`config.mk`:
```
export PLATFORM = sky130hd
export DESIGN_NAME = tea_engine
export DESIGN_NICKNAME = d
export VERILOG_FILES = /design/src/rtl/tea_pkg.sv /design/src/rtl/tea_ucode_rom.sv /design/src/rtl/tea_alu.sv /design/src/rtl/tea_regfile.sv /design/src/rtl/tea_engine.sv
export SDC_FILE = /design/constraint.sdc
export NUM_CORES = 1
export LEC_CHECK = 0
export ABC_AREA = 1
export BUFFER_PORTS_ARGS = -buffer_cell sky130_fd_sc_hd__buf_2
export CELL_PAD_IN_SITES_DETAIL_PLACEMENT = 1
export CELL_PAD_IN_SITES_GLOBAL_PLACEMENT = 1
export CORE_ASPECT_RATIO = 0.5
export CORE_MARGIN = 2
export CORE_UTILIZATION = 41
export CTS_CLUSTER_DIAMETER = 150
export DETAILED_ROUTE_END_ITERATION = 8
export GPL_TIMING_DRIVEN = 1
export PLACE_DENSITY = 0.82
export SLEW_MARGIN = 10
export SYNTH_ARGS = -nofsm -noshare
export SYNTH_HDL_FRONTEND = slang
export SYNTH_SLANG_ARGS = --single-unit
```
`constraint.sdc`:
```
create_clock -name clk -period 4.9 [get_ports clk]
set_input_delay 0 -clock clk [delete_from_list [all_inputs] [get_ports clk]]
set_output_delay 0 -clock clk [all_outputs]
set_load 0.01 [all_outputs]
```
`src/rtl/tea_pkg.sv`:
```
package tea_pkg;

    localparam int OPND_W = 6;

    typedef enum logic [3:0] {
        OP_LDC   = 4'd0,
        OP_LDM   = 4'd1,
        OP_MOV   = 4'd2,
        OP_ADD   = 4'd3,
        OP_XOR   = 4'd4,
        OP_SHL   = 4'd5,
        OP_SHR   = 4'd6,
        OP_LPSET = 4'd7,
        OP_LOOP  = 4'd8,
        OP_HALT  = 4'd9
    } op_e;

    // register file slots
    localparam logic [OPND_W-1:0] RG_K0  = 6'd0;
    localparam logic [OPND_W-1:0] RG_K1  = 6'd1;
    localparam logic [OPND_W-1:0] RG_K2  = 6'd2;
    localparam logic [OPND_W-1:0] RG_K3  = 6'd3;
    localparam logic [OPND_W-1:0] RG_V0  = 6'd4;
    localparam logic [OPND_W-1:0] RG_V1  = 6'd5;
    localparam logic [OPND_W-1:0] RG_SUM = 6'd6;
    localparam logic [OPND_W-1:0] RG_DLT = 6'd7;
    localparam logic [OPND_W-1:0] RG_TMP = 6'd8;
    localparam logic [OPND_W-1:0] RG_ACC = 6'd10;

    localparam int REG_N = 11;

    // program label
    localparam logic [OPND_W-1:0] PC_BODY = 6'd9;

endpackage

```
`src/rtl/tea_ucode_rom.sv`:
```
module tea_ucode_rom
    import tea_pkg::*;
(
    input  logic [OPND_W-1:0] pc,
    output op_e               op,
    output logic [OPND_W-1:0] opa,
    output logic [OPND_W-1:0] opb
);

    // opcode table
    always_comb begin
        case (pc)
            6'd0, 6'd1, 6'd2, 6'd3, 6'd4, 6'd5: op = OP_LDM;
            6'd6, 6'd7:                         op = OP_LDC;
            6'd8:                               op = OP_LPSET;
            6'd10, 6'd13, 6'd16, 6'd21,
            6'd24, 6'd27, 6'd32:                op = OP_MOV;
            6'd11, 6'd22:                       op = OP_SHL;
            6'd17, 6'd28:                       op = OP_SHR;
            6'd15, 6'd19, 6'd26, 6'd30:         op = OP_XOR;
            6'd9, 6'd12, 6'd14, 6'd18, 6'd20,
            6'd23, 6'd25, 6'd29, 6'd31:         op = OP_ADD;
            6'd33:                              op = OP_LOOP;
            default:                            op = OP_HALT;
        endcase
    end

    // first operand table: source register, store index, constant select or jump target
    always_comb begin
        case (pc)
            6'd0:  opa = 6'd0;
            6'd1:  opa = 6'd1;
            6'd2:  opa = 6'd2;
            6'd3:  opa = 6'd3;
            6'd4:  opa = 6'd4;
            6'd5:  opa = 6'd5;
            6'd6:  opa = 6'd0;
            6'd7:  opa = 6'd1;
            6'd9:  opa = RG_SUM;
            6'd11: opa = RG_V1;
            6'd14: opa = RG_V1;
            6'd17: opa = RG_V1;
            6'd22: opa = RG_V0;
            6'd25: opa = RG_V0;
            6'd28: opa = RG_V0;
            6'd33: opa = PC_BODY;
            6'd10, 6'd12, 6'd13, 6'd15, 6'd16, 6'd18, 6'd19, 6'd20, 6'd21,
            6'd23, 6'd24, 6'd26, 6'd27, 6'd29, 6'd30, 6'd31, 6'd32:
                   opa = RG_ACC;
            default: opa = '0;
        endcase
    end

    // second operand table: destination register or second source
    always_comb begin
        case (pc)
            6'd0:  opb = RG_K0;
            6'd1:  opb = RG_K1;
            6'd2:  opb = RG_K2;
            6'd3:  opb = RG_K3;
            6'd4:  opb = RG_V0;
            6'd5:  opb = RG_V1;
            6'd6:  opb = RG_SUM;
            6'd7:  opb = RG_DLT;
            6'd9:  opb = RG_DLT;
            6'd10: opb = RG_SUM;
            6'd12: opb = RG_K0;
            6'd13: opb = RG_TMP;
            6'd14: opb = RG_SUM;
            6'd15: opb = RG_TMP;
            6'd16: opb = RG_TMP;
            6'd18: opb = RG_K1;
            6'd19: opb = RG_TMP;
            6'd20: opb = RG_V0;
            6'd21: opb = RG_V0;
            6'd23: opb = RG_K2;
            6'd24: opb = RG_TMP;
            6'd25: opb = RG_SUM;
            6'd26: opb = RG_TMP;
            6'd27: opb = RG_TMP;
            6'd29: opb = RG_K3;
            6'd30: opb = RG_TMP;
            6'd31: opb = RG_V1;
            6'd32: opb = RG_V1;
            default: opb = '0;
        endcase
    end

endmodule

```
`src/rtl/tea_alu.sv`:
```
module tea_alu
    import tea_pkg::*;
#(
    parameter int WORD_W  = 32,
    parameter int SHL_AMT = 4,
    parameter int SHR_AMT = 5
) (
    input  op_e               op,
    input  logic [WORD_W-1:0] a,
    input  logic [WORD_W-1:0] b,
    output logic [WORD_W-1:0] y
);

    always_comb begin
        case (op)
            OP_ADD:  y = a + b;
            OP_XOR:  y = a ^ b;
            OP_SHL:  y = a << SHL_AMT;
            OP_SHR:  y = a >> SHR_AMT;
            default: y = a;
        endcase
    end

endmodule

```
`src/rtl/tea_regfile.sv`:
```
module tea_regfile #(
    parameter int WORD_W = 32,
    parameter int N      = 11,
    parameter int AW     = 6,
    parameter int OBS0   = 4,
    parameter int OBS1   = 5
) (
    input  logic              clk,
    input  logic              rst_n,
    input  logic              we,
    input  logic [AW-1:0]     waddr,
    input  logic [WORD_W-1:0] wdata,
    input  logic [AW-1:0]     raddr_a,
    input  logic [AW-1:0]     raddr_b,
    output logic [WORD_W-1:0] rdata_a,
    output logic [WORD_W-1:0] rdata_b,
    output logic [WORD_W-1:0] obs0,
    output logic [WORD_W-1:0] obs1
);

    logic [N-1:0][WORD_W-1:0] regs_d, regs_q;

    always_comb begin
        regs_d  = regs_q;
        rdata_a = '0;
        rdata_b = '0;
        for (int i = 0; i < N; i++) begin
            if (we && waddr == AW'(i)) regs_d[i] = wdata;
            if (raddr_a == AW'(i))     rdata_a   = regs_q[i];
            if (raddr_b == AW'(i))     rdata_b   = regs_q[i];
        end
    end

    always_ff @(posedge clk or negedge rst_n) begin
        if (!rst_n) regs_q <= '0;
        else        regs_q <= regs_d;
    end

    assign obs0 = regs_q[OBS0];
    assign obs1 = regs_q[OBS1];

endmodule

```
`src/rtl/tea_engine.sv`:
```
module tea_engine
    import tea_pkg::*;
#(
    parameter int          WORD_W = 32,
    parameter int          ROUNDS = 32,
    parameter logic [31:0] DELTA  = 32'h9E3779B9
) (
    input  logic                clk,
    input  logic                rst_n,
    input  logic                key_load,
    input  logic [4*WORD_W-1:0] key_in,
    input  logic                data_load,
    input  logic [2*WORD_W-1:0] data_in,
    input  logic                ready,
    output logic                complete,
    output logic [2*WORD_W-1:0] result
);

    localparam int KEY_N = 4;
    localparam int MEM_N = KEY_N + 2;
    localparam int CNT_W = $clog2(ROUNDS + 1);

    typedef struct packed {
        logic                         busy;
        logic                         complete;
        logic [OPND_W-1:0]            pc;
        logic [CNT_W-1:0]             loop_cnt;
        logic [MEM_N-1:0][WORD_W-1:0] mem;
    } state_t;

    state_t st_d, st_q;

    op_e               op;
    logic [OPND_W-1:0] opa, opb;
    logic [WORD_W-1:0] rd_a, rd_b, alu_y, v0_w, v1_w;
    logic              rf_we;
    logic [OPND_W-1:0] rf_waddr;
    logic [WORD_W-1:0] rf_wdata;
    logic [WORD_W-1:0] mem_word;

    tea_ucode_rom u_rom (
        .pc  (st_q.pc),
        .op  (op),
        .opa (opa),
        .opb (opb)
    );

    tea_regfile #(
        .WORD_W (WORD_W),
        .N      (REG_N),
        .AW     (OPND_W),
        .OBS0   (int'(RG_V0)),
        .OBS1   (int'(RG_V1))
    ) u_rf (
        .clk     (clk),
        .rst_n   (rst_n),
        .we      (rf_we),
        .waddr   (rf_waddr),
        .wdata   (rf_wdata),
        .raddr_a (opa),
        .raddr_b (opb),
        .rdata_a (rd_a),
        .rdata_b (rd_b),
        .obs0    (v0_w),
        .obs1    (v1_w)
    );

    tea_alu #(.WORD_W(WORD_W), .SHL_AMT(4), .SHR_AMT(5)) u_alu (
        .op (op),
        .a  (rd_a),
        .b  (rd_b),
        .y  (alu_y)
    );

    always_comb begin
        mem_word = '0;
        for (int i = 0; i < MEM_N; i++)
            if (opa == OPND_W'(i)) mem_word = st_q.mem[i];
    end

    always_comb begin
        st_d     = st_q;
        rf_we    = 1'b0;
        rf_waddr = '0;
        rf_wdata = '0;
        if (!st_q.busy) begin
            if (key_load)
                for (int i = 0; i < KEY_N; i++)
                    st_d.mem[i] = key_in[WORD_W*(KEY_N-1-i) +: WORD_W];
            if (data_load) begin
                st_d.mem[KEY_N]   = data_in[WORD_W +: WORD_W];
                st_d.mem[KEY_N+1] = data_in[0 +: WORD_W];
            end
            if (ready) begin
                st_d.busy     = 1'b1;
                st_d.complete = 1'b0;
                st_d.pc       = '0;
            end
        end else begin
            st_d.pc = st_q.pc + 1'b1;
            case (op)
                OP_LDC: begin
                    rf_we    = 1'b1;
                    rf_waddr = opb;
                    rf_wdata = (opa == OPND_W'(1)) ? DELTA[WORD_W-1:0] : '0;
                end
                OP_LDM: begin
                    rf_we    = 1'b1;
                    rf_waddr = opb;
                    rf_wdata = mem_word;
                end
                OP_MOV: begin
                    rf_we    = 1'b1;
                    rf_waddr = opb;
                    rf_wdata = rd_a;
                end
                OP_ADD, OP_XOR, OP_SHL, OP_SHR: begin
                    rf_we    = 1'b1;
                    rf_waddr = RG_ACC;
                    rf_wdata = alu_y;
                end
                OP_LPSET: st_d.loop_cnt = CNT_W'(ROUNDS);
                OP_LOOP: begin
                    st_d.loop_cnt = st_q.loop_cnt - 1'b1;
                    if (st_q.loop_cnt != CNT_W'(1)) st_d.pc = opa;
                end
                default: begin
                    st_d.busy     = 1'b0;
                    st_d.complete = 1'b1;
                    st_d.pc       = '0;
                end
            endcase
        end
    end

    always_ff @(posedge clk or negedge rst_n) begin
        if (!rst_n) st_q <= '0;
        else        st_q <= st_d;
    end

    assign complete = st_q.complete;
    assign result   = {v0_w, v1_w};

endmodule

```
**After elaboration in Yosys (flattened, before gate mapping)**

Memories as Yosys holds them, arrays and structs flattened.
Index checks and enable logic that the tools add are counted.

- Bits in read-only memories: 768
- Input bits: 197
- Memories: 3
- Register bits after elaboration: 558
- Output and inout bits: 65

- Bitwise operators: 2
- Mux-type cells: 42
- $add $sub $neg: 3
- Eq/ne operators: 40
- Reduce and logical (&&, ||, !) cells: 26

Memories:

| name | words | width | read ports | clocked after memory_dff | wr ports | line | text |
|---|---|---|---|---|---|---|---|
| (no name shown) | 64 | 4 | 1 | 0 | 0 | tea_ucode_rom.sv:56 | `case (pc)` |
| (no name shown) | 64 | 4 | 1 | 0 | 0 | tea_ucode_rom.sv:30 | `case (pc)` |
| (no name shown) | 64 | 4 | 1 | 0 | 0 | tea_ucode_rom.sv:12 | `case (pc)` |

Operator list:

| operator | count |
|---|---|
| 32-bit 2-to-1 mux | 30 |
| 32-bit case mux with 4 select lines | 2 |
| 6-bit by 3-bit == test with 1-bit output, second input constant | 12 |
| 6-bit by 4-bit == test with 1-bit output, second input constant | 9 |
| 6-bit by 2-bit == test with 1-bit output, second input constant | 6 |
| 6-bit case mux with 2 select lines | 3 |
| 32-bit adder | 1 |
| 32-bit XOR | 1 |
| 6-bit by 1-bit == test with 1-bit output, second input constant | 3 |
| 6-bit zero test | 3 |
| 4-bit by 3-bit == test with 1-bit output, second input constant | 4 |
| 8-bit 2-to-1 mux | 2 |
| 6-bit 2-to-1 mux | 2 |
| 1-bit logical AND | 11 |
| 9-bit OR reduction | 1 |
| 4-bit by 2-bit == test with 1-bit output, second input constant | 2 |
| 2-bit AND reduction | 4 |
| 8-bit OR reduction | 1 |
| 7-bit OR reduction | 1 |
| 6-bit by 1-bit adder with 6-bit output, second input constant | 1 |
| 6-bit by 1-bit != test with 1-bit output, second input constant | 1 |
| 6-bit by 1-bit subtractor with 6-bit output, second input constant | 1 |
| 4-bit by 1-bit == test with 1-bit output, second input constant | 1 |
| 4-bit == test, second input constant | 1 |
| other kinds (8) | 10 |

**Longest topological paths before layout**

An unclocked memory read counts as a cell.

- Word-level depth: 17
- Depth in mapped cells: 41
- Mapped depth without buffers: 40

**Hierarchy**

Synthesis repeated with hierarchy kept, for this count alone.

- Cell total of the unflattened synthesis: 4363
- Area total of the unflattened synthesis: 33283.2 µm²

By module, submodules not included:

| module | area each (µm²) | cells each | times used | sequential area each (µm²) |
|---|---|---|---|---|
| tea_regfile | 18549.0 | 2518 | 1 | 8808.4 |
| tea_engine | 10661.5 | 1076 | 1 | 5154.9 |
| tea_alu | 3438.3 | 644 | 1 | 0.0 |
| tea_ucode_rom | 634.4 | 125 | 1 | 0.0 |

**Worst setup path after synthesis**

No wires, ideal clock.

- Kind: register to register
- Start point: reg st_q[198] in the netlist's numbering
- End point: reg u_rf.regs_q, in the netlist u_rf.obs1[16]
- Path buffers: 1
- Required time: 4782 ps
- Clock period less this slack: 4924 ps
- Stages on the path, launching flop included: 38
- Arrival time: 4806 ps
- Setup slack: -24 ps
- Cells stage by stage: dfrtp_1 -> inv_2 -> ha_1 -> nor2_1 -> a21oi_1 -> nand2_1 -> nand3_1 -> nand2_1 -> inv_2 -> nand2_1 -> inv_1 -> buf_2 -> a21oi_1 -> nand3_1 -> a221oi_1 -> nand3_1 -> o21ai_0 -> a31oi_1 -> (+2 left out) -> fa_1 -> inv_1 -> nand3_1 -> nand2_1 -> a21oi_1 -> inv_1 -> a31oi_1 -> o21ai_0 -> nand2_1 -> nand2_1 -> o21ai_0 -> a21oi_1 -> a21oi_1 -> nand2_1 -> nor2_2 -> nand2_2 -> nand3_1 -> nand2_1

- Word-level cells in the longest chain between the ends: 17
- Elaborated cells between the ends (all ways): 75

RTL lines:

| what | line | text |
|---|---|---|
| start, declared | tea_engine.sv:31 | `state_t st_d, st_q;` |
| start signal, assigned | tea_engine.sv:138 | `else st_q <= st_d;` |
| memory 64 x 4 bit (on tied branches) | -- |  |
| 6-bit zero test (on tied branches) | tea_regfile.sv:29, tea_engine.sv:78, tea_regfile.sv:30 |  |
| 32-bit 2-to-1 mux (on tied branches) (11 in series) | tea_regfile.sv:29, tea_regfile.sv:30 |  |
| 32-bit adder / 32-bit XOR (equally long branches) | tea_alu.sv:16, tea_alu.sv:17 |  |
| 32-bit case mux with 4 select lines | tea_alu.sv:15 | `case (op)` |
| 32-bit case mux with 4 select lines | tea_engine.sv:101 | `case (op)` |
| 32-bit 2-to-1 mux | tea_engine.sv:86 | `if (!st_q.busy) begin` |
| end signal, assigned | tea_regfile.sv:36 | `else regs_q <= regs_d;` |
| end, declared | tea_regfile.sv:21 | `logic [N-1:0][WORD_W-1:0] regs_d, regs_q;` |

Parallel ways exist; a longest one is shown, timed or not.
A chain may end at the register's enable or synchronous reset.

**Final worst setup path**

- Start point: reg st_q[201] in the netlist's numbering
- End point: reg u_rf.regs_q[211] in the netlist's numbering

The elaborated chain is that of the path after synthesis.

==> results.txt <==
The run finished, with violations left. The checks that failed: negative setup slack. The standard-cell row count came out at 73.

After detailed routing, the average wire length per cell comes to 28.59 µm. The number of top-level pins is 262. The timing-limited maximum frequency is 0.1718 GHz.

The most common cell in the synthesized netlist is nand2_1. The clock tree from TritonCTS is yes. At the end of routability-driven placement, the weighted congestion stood at 1.013. The number of maximum-capacitance violations came out at 0.

The count of buffers from port buffering came out at 261. The area occupied by multi-input gates came out at around 19000 µm². The initial antenna violation count came out at 11. At the later pin of the worst-skew pair, clock insertion delay measures 690 ps. The height of the die came out at 205.8 µm.

The largest net degree at the start of global routing came out at roughly 130. The horizontal extent of the die came out at 407.5 µm. The transition time of the tightest slew-check pin is 1318 ps.

Together, buffers and inverters on the worst path number 11. The synthesized netlist cell count came out at 4309. Including well taps, the total number of placed cells is 5884.

The clock arrives with 53.61 ps of skew. The total of fill cells in the finished design is 9490. The count of vias placed by the detailed router came out at 38490.

The critical path required time came out at 5460 ps. The final HPWL from detailed placement came out at 115100 µm. The fraction of registers with async set or reset after synthesis is 100.0%. The all-layer global routing usage is 40.99%.

The end of the worst hold path is st_q[191]. The logic depth of the worst register-to-register path is 34. The H-tree was split into 2 levels.

The first detailed-routing pass took 6 iterations. Clock tree synthesis selected as its root buffer the cell clkbuf_16. Once the floorplan was initialized, standard cells occupied 41.71% of the core. Setup repair after global routing could not meet its margin everywhere. The core region area is 80010 µm². Along the worst hold path, the cell count comes to 4.

The register cell area after layout is between 10000 and 15000 µm². The critical path's largest stage delay is 470 ps. The cell type with the largest total area after synthesis is dfrtp_1. The origin of the worst min-delay path is data_load. The overall routed net length came out at 179800 µm. The critical path arrival is 6380 ps. The largest fanout on the critical path is 5. Counting distinct cell types in the post-synthesis netlist gives 66.

For this run the aggregate overflow at the end of global routing stands at 0. Headroom to the max-slew limit came out at 11.92%. The area overhead of the layout relative to synthesis is 39.07%.

The final max-slew violation count is 0. The minimum clock period after layout is between 5000 and 6000 ps. The post-synthesis instance area came out at 33380 µm². The CTS clock-pin slew for the worst setup and hold paths came out at ~70 ps. The number of DRC markers after the initial detailed-route iteration came out at around 5200.

The post-synthesis area per instance is 7.746 µm². The final-report hold violation count was 0. The cell with the largest stage delay on the worst path is dfrtp_2. The worst register-to-register path ends at u_rf.regs_q[211]. The layout cell share with drive strength beyond 1 is between 30% and 40%.

In the routed design, unresolved DRC markers number 0. The total of flip-flops plus latches after synthesis came out at around 560. After layout, the worst setup slack is -920.9 ps.

By instance count, the cell type seen most on the critical path is buf_4. The class of the tightest hold or removal check is in2reg. In this run the remaining antenna-violating nets after routing total 0. The yosys synthesis warning count came out at 0. The total nets after synthesis came out at around 4500. In the routed layout, each cell is associated on average with a via count of roughly 6.1.

The non-filler instance count after layout is around 6300. The kind of cell with the highest combined delay along the critical path is simple AND/OR/NAND/NOR gates. Buffers inserted during clock tree synthesis total 55. The die area is 83840 µm².

The count of flip-flops with a built-in enable after synthesis came out at 0. The type of the setup path with the least slack is reg2reg. Ranked by instance count, the synthesized netlist is headed by 1177 x nand2_1, 558 x dfrtp_1, 390 x nand3_1, 343 x inv_1, 313 x a21oi_1. The commonest register cell after synthesis is dfrtp_1. The share of the clock period used by the worst path after layout came out at 118.8%. Sequential elements use 41.84% of the synthesized area.

STA classifies the critical path endpoint as a register. In this run the critical register-to-register path is launched from st_q[201]. The final net count is 5394.

The setup check on the worst reg-to-reg path leaves a slack of -920 ps. The share of Yosys cell area claimed by the top area cell type is 41.84%. Yosys attributes the largest share of cell area to dfrtp_1 42%, nand2_1 13%, mux2_2 6.3%. The number of sinks on the clock net is 558. The number of global-route vias before repair came out at 39720. The number of setup violations in the final report is 317. The kind of launch point of the worst setup path is a register. The maximum buffer depth of the clock tree is 3.

The global-route wire length before repair came out at between 200000 and 300000 µm.
## worst max path at each step
stage | startpoint | end | slack [ps] | cells after the start
2_1_floorplan | st_q[199] | u_rf.obs1[25] | 7 | 30
3_3_place_gp | st_q[198] | u_rf.regs_q[336] | -1030 | 38
3_5_place_dp | st_q[198] | u_rf.obs0[31] | -1250 | 40
4_1_cts | st_q[199] | u_rf.regs_q[211] | -420 | 36
5_1_grt | st_q[200] | u_rf.regs_q[211] | -1020 | 34
6_report | st_q[201] | u_rf.regs_q[211] | -920 | 34
## logic make-up after synthesis
family	after synthesis	synth area share, %
fa+ha+maj	43	1.634
flops	558	41.84
mux	187	6.309
xor+xnor	3	0.07874
compound gates	686	11.96
simple gates	2142	28.69
buf+inv	690	9.492
## layout by cell type (no fill, tap or decap), drive strengths merged, types with 26 or more instances in the layout
master       instances
nand2             1207
nand3              401
mux2               187
or2                 56
o211ai              30
ha                  42
o21ai              184
nand4              103
dlygate4sd3        195
buf                883
inv                396
a221oi              26
o22ai               27
nor2               349
clkbuf              79
a21oi              317
dfrtp              558
## state kept, by name (all words and copies together), names as in the netlist
| name | cells |
|---|---|
| u_rf.regs_q | 288 |
| complete | 1 |
| u_rf.obs1 | 32 |
| st_q | 205 |
| u_rf.obs0 | 32 |
## layout make-up
| cell class | instances | area share, % |
|---|---|---|
| multi-input cells | 3062 | 40.36 |
| flip-flops and latches | 558 | 30.10 |
| repair buffers | 1079 | 19.39 |
| clock buffers | 79 | 3.464 |
| inverters | 398 | 3.286 |
| well taps | 1087 | 2.930 |
| clock inverters | 18 | 0.4259 |
| diodes | 8 | 0.04313 |
## layer usage
metal	part of all wire, %	track usage (%)
met2	43	62.43
met1	39	53.76
met3	13	13.95
met5	0.092	1.897
met4	4.7	15.38
## metrics by stage
| stage | utilization [%] | hold WS, ps | instance area [µm²] | setup TNS (ps) | setup WS, ps |
|---|---|---|---|---|---|
| CTS | 57.03 | 1.049 | 45630 | -55630 | -419.8 |
| finish | 58.01 | 6.373 | 46420 | -189470 | -920.9 |
| detailed placement | 48.54 | -34.62 | 38840 | -288160 | -1248 |
| global route | 58.00 | 38.97 | 46410 | -229030 | -1024 |
| floorplan | - | -295.6 | 33380 | 0 | 7.319 |
| global placement | 48.54 | -42.02 | 38840 | -240950 | -1034 |
## worst register-to-register path, delay by kind of cell (launching register included)
family / cells / cell delay [ps]
adders and majority gates: 1 / 160
and+or+nand+nor: 17 / 2600
DFF: 1 / 470
buffers and inverters: 11 / 1630
AOI/OAI and AO/OA: 5 / 870
## timing repair
action | 4_1_cts | 5_1_grt
resized for setup | 562 | 139
hold buffers | 196 | 0
endpoints found under the setup margin | 325 | 322
gates cloned | 2 | 0
setup buffers | 81 | 25
hold endpoints to repair | 709 | 0
pin swaps | 166 | 109
Power is left out: the tool's default activity adds up to more than one toggle a clock period on the data nets, which glitch-free logic cannot reach.
